===== src/rtl/pfvm_br_pkg.sv =====
package pfvm_br_pkg;
  typedef enum logic [3:0] {
    OP_JA   = 4'h0, OP_JEQ  = 4'h1, OP_JGT  = 4'h2, OP_JGE  = 4'h3,
    OP_JSET = 4'h4, OP_JNE  = 4'h5, OP_JSGT = 4'h6, OP_JSGE = 4'h7,
    OP_CALL = 4'h8, OP_EXIT = 4'h9, OP_JLT  = 4'ha, OP_JLE  = 4'hb,
    OP_JSLT = 4'hc, OP_JSLE = 4'hd, OP_RSVE = 4'he, OP_RSVF = 4'hf
  } br_op_e;

  typedef struct packed {
    logic is_cond;
    logic is_jump;
    logic long_disp;
    logic is_call;
    logic is_exit;
    logic illegal;
  } br_kind_t;
endpackage


===== src/rtl/pfvm_br_decode.sv =====
module pfvm_br_decode
  import pfvm_br_pkg::*;
(
  input  logic [3:0] op_i,
  input  logic       src_sel_i,
  input  logic       cls32_i,
  output br_kind_t   kind_o
);
  always_comb begin
    kind_o = '0;
    unique case (br_op_e'(op_i))
      OP_JA: begin
        if (!cls32_i) kind_o.is_jump = 1'b1;
        else if (src_sel_i) begin
          kind_o.is_jump   = 1'b1;
          kind_o.long_disp = 1'b1;
        end else kind_o.illegal = 1'b1;
      end
      OP_CALL: begin
        if (cls32_i) kind_o.illegal = 1'b1;
        else         kind_o.is_call = 1'b1;
      end
      OP_EXIT: begin
        if (cls32_i) kind_o.illegal = 1'b1;
        else         kind_o.is_exit = 1'b1;
      end
      OP_RSVE, OP_RSVF: kind_o.illegal = 1'b1;
      default: kind_o.is_cond = 1'b1;
    endcase
  end
endmodule


===== src/rtl/pfvm_br_cmp.sv =====
module pfvm_br_cmp
  import pfvm_br_pkg::*;
#(
  parameter int DATA_W   = 64,
  parameter int NARROW_W = 32
) (
  input  logic [3:0]        op_i,
  input  logic              narrow_i,
  input  logic [DATA_W-1:0] a_i,
  input  logic [DATA_W-1:0] b_i,
  output logic              hit_o
);
  localparam int PAD_W = DATA_W - NARROW_W;

  logic [DATA_W-1:0] a_u, b_u, a_s, b_s;
  logic eq, ugt, sgt, any;

  generate
    if (PAD_W > 0) begin : g_pad
      always_comb begin
        a_u = narrow_i ? {{PAD_W{1'b0}}, a_i[NARROW_W-1:0]} : a_i;
        b_u = narrow_i ? {{PAD_W{1'b0}}, b_i[NARROW_W-1:0]} : b_i;
        a_s = narrow_i ? {{PAD_W{a_i[NARROW_W-1]}}, a_i[NARROW_W-1:0]} : a_i;
        b_s = narrow_i ? {{PAD_W{b_i[NARROW_W-1]}}, b_i[NARROW_W-1:0]} : b_i;
      end
    end else begin : g_nopad
      always_comb begin
        a_u = a_i; b_u = b_i; a_s = a_i; b_s = b_i;
      end
    end
  endgenerate

  assign eq  = (a_u == b_u);
  assign ugt = (a_u > b_u);
  assign sgt = ($signed(a_s) > $signed(b_s));
  assign any = |(a_u & b_u);

  always_comb begin
    unique case (br_op_e'(op_i))
      OP_JEQ:  hit_o = eq;
      OP_JNE:  hit_o = !eq;
      OP_JSET: hit_o = any;
      OP_JGT:  hit_o = ugt;
      OP_JGE:  hit_o = ugt | eq;
      OP_JLT:  hit_o = !(ugt | eq);
      OP_JLE:  hit_o = !ugt;
      OP_JSGT: hit_o = sgt;
      OP_JSGE: hit_o = sgt | eq;
      OP_JSLT: hit_o = !(sgt | eq);
      OP_JSLE: hit_o = !sgt;
      default: hit_o = 1'b0;
    endcase
  end
endmodule


===== src/rtl/pfvm_br_target.sv =====
module pfvm_br_target #(
  parameter int PC_W  = 32,
  parameter int OFF_W = 16,
  parameter int IMM_W = 32
) (
  input  logic [PC_W-1:0]  pc_i,
  input  logic [OFF_W-1:0] off_i,
  input  logic [IMM_W-1:0] imm_i,
  input  logic             long_i,
  output logic [PC_W-1:0]  seq_o,
  output logic [PC_W-1:0]  tgt_o
);
  logic [PC_W-1:0] d_short, d_long;
  assign d_short = PC_W'($signed(off_i));
  assign d_long  = PC_W'($signed(imm_i));
  assign seq_o   = pc_i + PC_W'(1);
  assign tgt_o   = seq_o + (long_i ? d_long : d_short);
endmodule


===== src/rtl/pfvm_branch_unit.sv =====
module pfvm_branch_unit
  import pfvm_br_pkg::*;
#(
  parameter int DATA_W   = 64,
  parameter int NARROW_W = 32,
  parameter int PC_W     = 32,
  parameter int OFF_W    = 16,
  parameter int IMM_W    = 32
) (
  input  logic              clk,
  input  logic              rst,
  input  logic              in_valid,
  input  logic [3:0]        op,
  input  logic              src_sel,
  input  logic              cls32,
  input  logic [OFF_W-1:0]  off,
  input  logic [IMM_W-1:0]  imm,
  input  logic [DATA_W-1:0] dst_val,
  input  logic [DATA_W-1:0] src_val,
  input  logic [PC_W-1:0]   pc,
  output logic              out_valid,
  output logic [PC_W-1:0]   next_pc,
  output logic              taken,
  output logic              is_call,
  output logic              is_exit,
  output logic              illegal
);
  br_kind_t          kind;
  logic [DATA_W-1:0] opnd_b;
  logic              cond_hit, take_c;
  logic [PC_W-1:0]   seq_pc, tgt_pc;

  assign opnd_b = src_sel ? src_val : DATA_W'($signed(imm));

  pfvm_br_decode u_dec (
    .op_i(op), .src_sel_i(src_sel), .cls32_i(cls32), .kind_o(kind)
  );

  pfvm_br_cmp #(.DATA_W(DATA_W), .NARROW_W(NARROW_W)) u_cmp (
    .op_i(op), .narrow_i(cls32), .a_i(dst_val), .b_i(opnd_b), .hit_o(cond_hit)
  );

  pfvm_br_target #(.PC_W(PC_W), .OFF_W(OFF_W), .IMM_W(IMM_W)) u_tgt (
    .pc_i(pc), .off_i(off), .imm_i(imm), .long_i(kind.long_disp),
    .seq_o(seq_pc), .tgt_o(tgt_pc)
  );

  assign take_c = kind.is_jump | (kind.is_cond & cond_hit);

  always_ff @(posedge clk) begin
    if (rst) begin
      out_valid <= 1'b0;
      next_pc   <= '0;
      taken     <= 1'b0;
      is_call   <= 1'b0;
      is_exit   <= 1'b0;
      illegal   <= 1'b0;
    end else begin
      out_valid <= in_valid;
      if (in_valid) begin
        next_pc <= take_c ? tgt_pc : seq_pc;
        taken   <= take_c;
        is_call <= kind.is_call;
        is_exit <= kind.is_exit;
        illegal <= kind.illegal;
      end
    end
  end
endmodule



===== config.mk =====
export PLATFORM = sky130hd
export DESIGN_NAME = pfvm_branch_unit
export DESIGN_NICKNAME = d
export VERILOG_FILES = /design/src/rtl/pfvm_br_pkg.sv /design/src/rtl/pfvm_br_decode.sv /design/src/rtl/pfvm_br_cmp.sv /design/src/rtl/pfvm_br_target.sv /design/src/rtl/pfvm_branch_unit.sv
export SDC_FILE = /design/constraint.sdc
export NUM_CORES = 1
export LEC_CHECK = 0
export ABC_CLOCK_PERIOD_IN_PS = 8450
export BUFFER_PORTS_ARGS = -buffer_cell sky130_fd_sc_hd__buf_2
export CAP_MARGIN = 20
export CORE_UTILIZATION = 25
export DETAILED_ROUTE_END_ITERATION = 6
export SYNTH_ARGS = -nofsm -noshare
export SYNTH_HDL_FRONTEND = slang
export SYNTH_HIERARCHICAL = 1
export SYNTH_SLANG_ARGS = --single-unit

===== constraint.sdc =====
create_clock -name clk -period 8.45 [get_ports clk]
set_input_delay 0.845 -clock clk [delete_from_list [all_inputs] [get_ports clk]]
set_output_delay 0.845 -clock clk [all_outputs]
set_load 0.005 [all_outputs]

== Word-level counts from Yosys, hierarchy flattened ==
Index checks and enable logic that the tools add are counted.

* Register bits after elaboration: 37
* Bits of input ports: 217
* Output and inout port bits: 37
* Word-level logic and storage cells: 61

* $add $sub $neg: 2
* $lt $le $gt $ge: 2
* Eq/ne operators: 16
* Multiplexer cells: 20
* Bitwise logic cells: 5
* Reduce and logical (&&, ||, !) cells: 10

{| class="wikitable"
|+ Operators by type and width
! cell !! number
|-
| $mux 64 || 5
|-
| $gt 64x64->1 || 2
|-
| $and 64x64->64 || 1
|-
| $eq 64x64->1 || 1
|-
| $mux 32 || 2
|-
| $reduce_or 64->1 || 1
|-
| $add 32x1->32 const B || 1
|-
| $add 32x32->32 || 1
|-
| $eq 4x4->1 const B || 8
|-
| $eq 4x3->1 const B || 4
|-
| $pmux 1 s11 || 1
|-
| $mux 1 || 9
|-
| $eq 4x2->1 const B || 2
|-
| $logic_not 1->1 || 5
|-
| $reduce_or 5->1 || 1
|-
| $eq 4x1->1 const B || 1
|-
| $logic_not 4->1 || 1
|-
| $mux 2 || 2
|-
| $reduce_or 2->1 || 2
|-
| $or 1x1->1 || 3
|-
| $pmux 1 s3 || 1
|-
| $and 1x1->1 || 1
|}

== Longest topological paths before layout ==
Gate-level depths: netlist (run 1).

* Word-level depth: 9
* Gate-level depth with buffers: 22
* Mapped depth without buffers: 18

== Modules after synthesis ==
Netlist (run 1), hierarchy kept.

{| class="wikitable"
|+ By module, submodules not included
! module !! times used !! cells each !! area each (µm²) !! seq. area each (µm²)
|-
| pfvm_br_cmp || 1 || 571 || 4302.9 || 0.0
|-
| pfvm_br_target || 1 || 395 || 2732.6 || 0.0
|-
| pfvm_branch_unit || 1 || 303 || 2265.9 || 740.7
|-
| pfvm_br_decode || 1 || 13 || 88.8 || 0.0
|}

== Worst setup path after synthesis (run 1) ==
Ideal clock, no wire load.

* Path kind: in2reg
* Start point: in src_sel
* End point: reg next_pc[11]
* Setup time: 88 ps
* Arrival time: 4457 ps
* Required time: 8362 ps
* Setup slack: 3905 ps
* Cell stages on the path: 22
* Buffers on the path: 5
* Path through: buf_2 buf_4 nand2_1 nand2_1 and2_1 clkbuf_1 clkbuf_1 nor2_1 ha_1 a21oi_2 o21ai_1 a211o_1 a211o_1 nor3_1 a21oi_1 o311ai_1 o41ai_1 a22o_1 a21oi_4 buf_6 nand2_1 a311oi_2

* Word-level cells in the longest chain between the ends: 9
* Elaborated cells between the ends (all ways): 25
* Classes of those cells: add/sub: 1; order compare: 2; eq/ne: 1; mux: 10; bitwise: 5; reduce/logical: 6

{| class="wikitable"
|+ RTL lines
! element !! line !! RTL
|-
| start, declared || pfvm_branch_unit.sv:14 || <nowiki>input logic src_sel,</nowiki>
|-
| $mux 64 * || pfvm_branch_unit.sv:33 || <nowiki>assign opnd_b = src_sel ? src_val : DATA_W'($signed(imm));</nowiki>
|-
| named net opnd_b[31] || pfvm_branch_unit.sv:29 || <nowiki>logic [DATA_W-1:0] opnd_b;</nowiki>
|-
| $mux 64, on equally long branches || pfvm_br_cmp.sv:24, pfvm_br_cmp.sv:22 ||
|-
| $gt 64x64->1 (tied with other cells) || pfvm_br_cmp.sv:35 || <nowiki>assign sgt = ($signed(a_s) > $signed(b_s));</nowiki>
|-
| $or 1x1->1, on equally long branches || - ||
|-
| $logic_not 1->1, on equally long branches || pfvm_br_cmp.sv:49, pfvm_br_cmp.sv:45 ||
|-
| $pmux 1 s11 * || pfvm_br_cmp.sv:39 || <nowiki>unique case (br_op_e'(op_i))</nowiki>
|-
| named net cond_hit || pfvm_branch_unit.sv:30 || <nowiki>logic cond_hit, take_c;</nowiki>
|-
| $and 1x1->1 * || pfvm_branch_unit.sv:48 || <nowiki>assign take_c = kind.is_jump | (kind.is_cond & cond_hit);</nowiki>
|-
| $or 1x1->1 * || pfvm_branch_unit.sv:48 ||
|-
| $mux 32 * || pfvm_branch_unit.sv:61 || <nowiki>next_pc <= take_c ? tgt_pc : seq_pc;</nowiki>
|-
| end signal, assigned || pfvm_branch_unit.sv:61 ||
|-
| end, declared || pfvm_branch_unit.sv:22 || <nowiki>output logic [PC_W-1:0] next_pc,</nowiki>
|}

The timed path passes the listed nets; every way through them passes the cells marked *.
A chain may end at the register's enable or synchronous reset.

== Worst setup path in the final report (run 1) ==
* Start point: in src_sel
* End point: reg next_pc[28]

The elaborated chain is that of the path after synthesis.

==> reports/results.tsv, run 1 <==
metric	value	unit
final-setup-viol-count	0	
syn_to_final_growth	18.7	%
postPlaceCellArea	0.0109	mm^2
power.density_cell_area	95.7	mW/mm^2
syn_area	0.00939	mm^2
initial_utilization	0.255	
numPortBuffers	253	
drt-initial-drc-count	552	
design.final.nets	1895	
synth.lib_cells_used.distinct	89	
critPathRequiredTime	8650	ps
tritoncts.num_buffers	5	
clkTransAtPathRegs	60	ps
num-fill-cells	3975	
number_of_endpoints_with_negative_hold_slack_in_the_final_report	0	
detail_route.vias_per_cell	4.94	
synth-main-ff-cell	sky130_fd_sc_hd__dfxtp_1	
worst_clock_skew	0	ps
path_class	primary input to register	
max_cap_viol_count	0	
critical_path_arrival	6250	ps
die_y	196	um
worst_ir_drop_vdd	110	uV
routed_wire_length	31900	um
synth_area_per_cell	7.32	um^2
finalCoreUtilization	0.303	
synthesis.instances	1282	
critical_path.max_fanout	53	
fmax	165	MHz
antenna_left	0	
postCtsResizedCells	0	
coreArea	0.0368	mm^2
startpoint_type	primary input	
total_non_filler_cell_area_in_the_finished_layout	0.0111	mm^2
cts_tree	built	
rows	70	
routed_wire_length_per_instance	16.3	um
hold_path.class	register to register	
flops_latches_synth	37	
route.detailed.drc	0	
clk_path_buf_depth	2	
crit_path_end_kind	register	
layout.cells.most_common	sky130_fd_sc_hd__buf_2	
worst-slew-pin-transition	1090	ps
grt_remaining_overflow	0	
via_count	9649	
share_of_final_layout_standard_cells_stronger_than_drive_strength_1	0.238	
drtPass1Iterations	7	
first_pass_grt_wire_length	49900	um
via_count_of_the_first_global_routing_pass	9623	
whs	484	ps
layout.cells.most_common_list	sky130_fd_sc_hd__buf_2 (253), sky130_fd_sc_hd__nand2_1 (217), sky130_fd_sc_hd__ha_1 (192)	
initial_antenna_violation_count	1	
layout_worst_path_cycle_share	0.716	
outcome	finished, final reports clean	
grt_start_max_net_pins	71	
gp_congestion	0.891	
ctsHoldBuffers	0	
power.static_leakage	5.84	nW
i_o_pin_cnt	254	
totalNegativeSetupSlack	0	ps
yosysWarningCount	6	
cts.htree.levels	2	
post-route-min-period	6050	ps
finalPower	0.00107	W
clkSinkCount	37	
cts.root.buffer_cell	sky130_fd_sc_hd__clkbuf_16	
cts_post_setup_buffers_inserted	0	
grtUsageTotal	0.163	
async_flop_share	0	
finalMaxSlewViolations	0	
die_width	196	um
floorplan.die_area	0.0383	mm^2
synth-seq-area-share	0.0789	
place.detailed.hpwl	27500	um
synth_enable_flop_cells	0	
unrepaired_setup_endpoints_after_global_routing	false	
synth.net_count	1692	
clock_insertion_delay_worst_skew	290	ps
slew-limit-headroom	0.274	
-- layer usage --
layer  vias to the layer above  track usage  share of wire
met5                         -            0              0
met4                         0       0.0350          0.018
met3                        31       0.0150          0.041
met2                       249        0.292           0.47
met1                      4449        0.211           0.47
li1                       4920            -              -
-- where the power goes --
part / switching, W / internal (W) / leakage (nW)
Sequential: 0.0000107 / 0.000191 / 0.307
Clock: 0.0000796 / 0.000170 / 0.0944
Combinational: 0.000355 / 0.000261 / 5.44
-- cell type report --
class / count / area [um^2] / area share
Antenna cell: 1 / 2.50 / 0.000225
Clock buffer: 5 / 125 / 0.0112
Clock inverter: 3 / 68.8 / 0.00617
Inverter: 83 / 312 / 0.0280
Multi-Input combinational cell: 1099 / 8000 / 0.718
Sequential cell: 37 / 741 / 0.0665
Tap cell: 468 / 586 / 0.0525
Timing Repair Buffer: 259 / 1310 / 0.118
-- registers in the layout, indices dropped and copies added (netlist names) --
register / flops
illegal: 1
is_call: 1
is_exit: 1
next_pc: 32
out_valid: 1
taken: 1
-- path summary, 6_finish.rpt --
kind,cells past startpoint,to,startpoint,slack [ps]
worst max-delay path,19,next_pc[28]$_SDFFE_PP0P_,src_sel,2400
worst min-delay path,2,next_pc[0]$_SDFFE_PP0P_,next_pc[0]$_SDFFE_PP0P_,480
worst max register to register,2,next_pc[29]$_SDFFE_PP0P_,next_pc[29]$_SDFFE_PP0P_,7660
worst min register to register,2,next_pc[0]$_SDFFE_PP0P_,next_pc[0]$_SDFFE_PP0P_,480
-- cells in the mapped netlist (all sizes together) (3+ instances only) --
cell / count / area share
nor2b: 39 / 0.026
a21oi: 68 / 0.039
nand2b: 39 / 0.026
nor3: 11 / 0.0069
and4: 12 / 0.011
o31ai: 4 / 0.0037
ha: 192 / 0.26
a211oi: 10 / 0.0080
o211ai: 8 / 0.0069
a221oi: 5 / 0.0053
o21ai: 34 / 0.019
a311oi: 32 / 0.032
inv: 83 / 0.033
mux2i: 7 / 0.0075
and3: 18 / 0.012
a31o: 3 / 0.0028
mux2: 46 / 0.055
xnor2: 35 / 0.033
clkbuf: 36 / 0.015
a211o: 3 / 0.0028
or3: 3 / 0.0020
xor2: 22 / 0.021
a31oi: 8 / 0.0076
nand4: 30 / 0.021
nor2: 102 / 0.041
nand2: 217 / 0.087
dfxtp: 37 / 0.079
o21bai: 8 / 0.0064
nand3: 32 / 0.018
or2: 3 / 0.0020
buf: 27 / 0.021
a21o: 49 / 0.040
nor4: 23 / 0.019
and2: 5 / 0.0033
-- per-stage QoR --
step / setup WS [ps] / cells
after floorplan: 3900 / 1282
after global placement: 2260 / 1946
after detailed placement: 2080 / 1946
after CTS: 2370 / 1954
after global routing: 1900 / 1955
final: 2400 / 1955
-- worst max-delay path: stages --
cell and delay (ps):
sky130_fd_sc_hd__buf_2 290, sky130_fd_sc_hd__buf_4 560, sky130_fd_sc_hd__nand2_1 100, sky130_fd_sc_hd__nand2_1 130, sky130_fd_sc_hd__and2_1 860, sky130_fd_sc_hd__nor2_1 150
sky130_fd_sc_hd__ha_1 370, sky130_fd_sc_hd__a21oi_2 140, sky130_fd_sc_hd__o21ai_1 80, sky130_fd_sc_hd__a211o_1 300, sky130_fd_sc_hd__a211o_1 240, sky130_fd_sc_hd__nor3_1 180
sky130_fd_sc_hd__a21oi_1 120, sky130_fd_sc_hd__o311ai_1 270, sky130_fd_sc_hd__o41ai_1 130, sky130_fd_sc_hd__a22o_1 250, sky130_fd_sc_hd__a21oi_4 760, sky130_fd_sc_hd__nand2_1 150
sky130_fd_sc_hd__a311oi_2 290
-- logic make-up (layout without fill, tap and decap cells) --
family                   after synthesis  in the layout  synth area share
other                                  0              1                 0
XOR/XNOR                              58             58            0.0556
AO/OA/AOI/OAI                        251            251             0.191
buffers and inverters                146            350            0.0692
adder cells (fa/ha/maj)              193            193             0.258
multiplexers                          53             53            0.0626
flip-flops                            37             37            0.0789
AND/OR/NAND/NOR                      544            544             0.285
Note: power is estimated with default switching activity, not from simulation.
==> run 2, diff against run 1 <==
--- a/config.mk
+++ b/config.mk
@@ -5,7 +5,7 @@
 export SDC_FILE = /design/constraint.sdc
 export NUM_CORES = 1
 export LEC_CHECK = 0
-export ABC_CLOCK_PERIOD_IN_PS = 8450
+export ABC_CLOCK_PERIOD_IN_PS = 6200
 export BUFFER_PORTS_ARGS = -buffer_cell sky130_fd_sc_hd__buf_2
 export CAP_MARGIN = 20
 export CORE_UTILIZATION = 25
==> constraint.sdc (replaced) <==
create_clock -name clk -period 6.2 [get_ports clk]
set_input_delay 0.62 -clock clk [delete_from_list [all_inputs] [get_ports clk]]
set_output_delay 0.62 -clock clk [all_outputs]
set_load 0.005 [all_outputs]
==> run 2 against run 1 <==
Compared with the run above:
- total power grew 31%
- sequential power grew 36%
- routed wire length grew 2.3%
- register-to-register slack lost 2300 ps
- die area is the same
- count of clock-buffer cells in the layout is the same
- first-iteration DRC count shrank 19%
- critical path depth shrank 3
- highest routed layer unchanged
==> reports/results.tsv, run 2 (same netlist as run 1, synthesis figures left out) <==
metric	value	unit	change
intPower	0.000769	W	+24%
floorplan.die_area	0.0383	mm^2	unchanged
finalMaxSlewViolations	0		unchanged
cts.root.buffer_cell	sky130_fd_sc_hd__clkbuf_16		
startpoint_type	primary input		
clk_path_buf_depth	2		unchanged
net-switching-power	0.000625	W	+40%
crit_path_end_kind	register		
drt-initial-drc-count	449		-19%
numPortBuffers	253		unchanged
worst_clock_skew	0	ps	unchanged
clkTransAtPathRegs	70	ps	about the same
detail_route.vias_per_cell	4.97		+0.66%
slew-limit-headroom	0.464		+0.191
critical_path_arrival	4950	ps	-1300 ps
cts_tree	built		
via_count	9757		+1.1%
largest_register_ff_count	32		unchanged
die_width	196	um	unchanged
drtPass1Iterations	6		-1
rows	70		unchanged
fmax	210	MHz	
num-fill-cells	3998		+0.58%
clockPowerShare	0.193		-0.041
combinationalPowerShare	0.610		+0.033
gp_congestion	0.929		+4.3%
place_inst	1953		+0.36%
finish.cell_count_without_fillers	1964		+0.46%
cell_depth_of_the_worst_flop_to_flop_path	2		unchanged
route.detailed.drc	0		unchanged
worst-slew-pin-transition	804	ps	-286 ps
unrepaired_setup_endpoints_after_global_routing	false		
post-route-min-period	4760	ps	
outcome	finished, final reports clean		
syn_to_final_growth	18.8	%	about the same
hold_path.class	register to register		
coreArea	0.0368	mm^2	unchanged
critPathMaxStageDelay	610	ps	-250 ps
layout.cells.most_common	sky130_fd_sc_hd__buf_2		
switching_part_of_the_total	0.448		+0.0309
hp-start	next_pc[4]$_SDFFE_PP0P_		
postCtsResizedCells	0		unchanged
grt_remaining_overflow	0		unchanged
routed_wire_length_per_instance	16.6	um	+1.9%
crit_path_top_delay_cell	sky130_fd_sc_hd__buf_2		
clkSinkCount	37		unchanged
antenna_left	0		unchanged
cts.htree.levels	2		unchanged
design.final.nets	1902		+0.37%
power.density_cell_area	125	mW/mm^2	+31%
via_count_of_the_first_global_routing_pass	9467		-1.6%
cts_post_setup_buffers_inserted	0		unchanged
cpMostUsedCell	sky130_fd_sc_hd__a211o_1		
reg2reg_from	next_pc[18]$_SDFFE_PP0P_		
largest_register	next_pc		
worst_r2r_endpoint	next_pc[18]$_SDFFE_PP0P_		
whs	482	ps	-2.10 ps
initial_antenna_violation_count	3		+2
rrSetupSlack	5400	ps	-2260 ps
share_of_final_layout_standard_cells_stronger_than_drive_strength_1	0.241		+0.00357
hold-path-endpoint	next_pc[4]$_SDFFE_PP0P_		
number_of_endpoints_with_negative_hold_slack_in_the_final_report	0		unchanged
layout.cells.most_common_list	sky130_fd_sc_hd__buf_2 (253), sky130_fd_sc_hd__nand2_1 (217), sky130_fd_sc_hd__ha_1 (192)		
tritoncts.num_buffers	5		unchanged
initial_utilization	0.255		unchanged
grt_start_max_net_pins	71		unchanged
max_cap_viol_count	0		unchanged
final-setup-viol-count	0		unchanged
worst_ir_drop_vdd	97.5	uV	-11%
i_o_pin_cnt	254		unchanged
layout_worst_path_cycle_share	0.767		
grtUsageTotal	0.164		+0.00113
holdPathStages	2		unchanged
sequential_power_share	0.197		+0.008
routed_wire_length	32600	um	+2.3%
die_y	196	um	unchanged
first_pass_grt_wire_length	50200	um	+0.66%
critPathRequiredTime	6400	ps	-2250 ps
place.detailed.hpwl	27900	um	+1.6%
cp_cell_sequence	buf_2 -> and2_1 -> buf_4 -> nor2_1 -> ha_1 -> a21oi_2 -> o21ai_1 -> a211o_1 -> a211o_1 -> nor4_1 -> o311ai_1 -> o41ai_1 -> a22o_1 -> a21o_2 -> nand2_1 -> a311oi_1		
totalNegativeSetupSlack	0	ps	unchanged
ctsHoldBuffers	0		unchanged
critical_path.max_fanout	50		-5.7%
path_class	primary input to register		
power.static_leakage	5.85	nW	+0.17%
clock_insertion_delay_worst_skew	290	ps	about the same
[run 2: changes by cell type in the layout (fill, tap and decap cells not counted), sizes merged]
| cell | before | now |
|---|---|---|
| diode | 1 | 3 |
| clkinvlp | 0 | 1 |
| clkinv | 0 | 1 |
| buf | 259 | 266 |
| bufinv | 2 | 0 |
[run 2: critical path, delay by kind of cell]
| kind | cells | cell delay (ps) |
|---|---|---|
| AO/OA/AOI/OAI | 9 | 2160 |
| buffers and inverters | 2 | 930 |
| AND/OR/NAND/NOR | 4 | 870 |
| adder cells (fa/ha/maj) | 1 | 320 |
[run 2: per-layer routing]
layer | GRT usage | part of all wire | vias to the layer above
met4 | 0.0538 | 0.030 | 0
li1 | - | - | 4928
met5 | 0 | 0 | -
met1 | 0.212 | 0.47 | 4515
met2 | 0.282 | 0.46 | 268
met3 | 0.0198 | 0.042 | 46
[run 2: area by class of cell]
type | instances | area [um^2] | share of cell area
inverter | 83 | 312 | 0.0279
antenna | 3 | 7.51 | 0.000673
tap | 468 | 586 | 0.0525
sequential | 37 | 741 | 0.0664
clock buffer | 5 | 125 | 0.0112
multi-input combinational | 1099 | 8000 | 0.717
clock inverter | 3 | 21.3 | 0.00191
timing repair buffer | 266 | 1360 | 0.122
[run 2: through the flow]
stage | power (W) | cell area (um^2) | utilization | setup WS (ps)
CTS | 0.00140 | 11100 | 0.303 | 1440
global route | 0.00151 | 11200 | 0.303 | 985
global placement | 0.00111 | 11000 | 0.299 | 1250
finish | 0.00139 | 11200 | 0.303 | 1440
floorplan | 0.000863 | 9390 | - | 1880
detailed placement | 0.00113 | 11000 | 0.299 | 1130
[run 2: how the worst max path moves through the flow]
stage,start,endpoint,slack (ps),depth (start not counted)
6_report,cls32,next_pc[18]$_SDFFE_PP0P_,1440,16
3_5_place_dp,cls32,next_pc[22]$_SDFFE_PP0P_,1130,16
5_1_grt,cls32,next_pc[8]$_SDFFE_PP0P_,980,17
3_3_place_gp,cls32,next_pc[30]$_SDFFE_PP0P_,1250,16
4_1_cts,cls32,next_pc[2]$_SDFFE_PP0P_,1440,17
2_1_floorplan,src_sel,next_pc[11]$_SDFFE_PP0P_,1880,22
[run 2: power by group through the flow]
stage / Sequential [W] / Combinational, W / Clock (W)
finish: 0.000275 / 0.000851 / 0.000269
global route: 0.000277 / 0.000955 / 0.000281
CTS: 0.000275 / 0.000851 / 0.000273
detailed placement: 0.000281 / 0.000846 / 0
global placement: 0.000281 / 0.000830 / 0
floorplan: 0.000278 / 0.000585 / 0
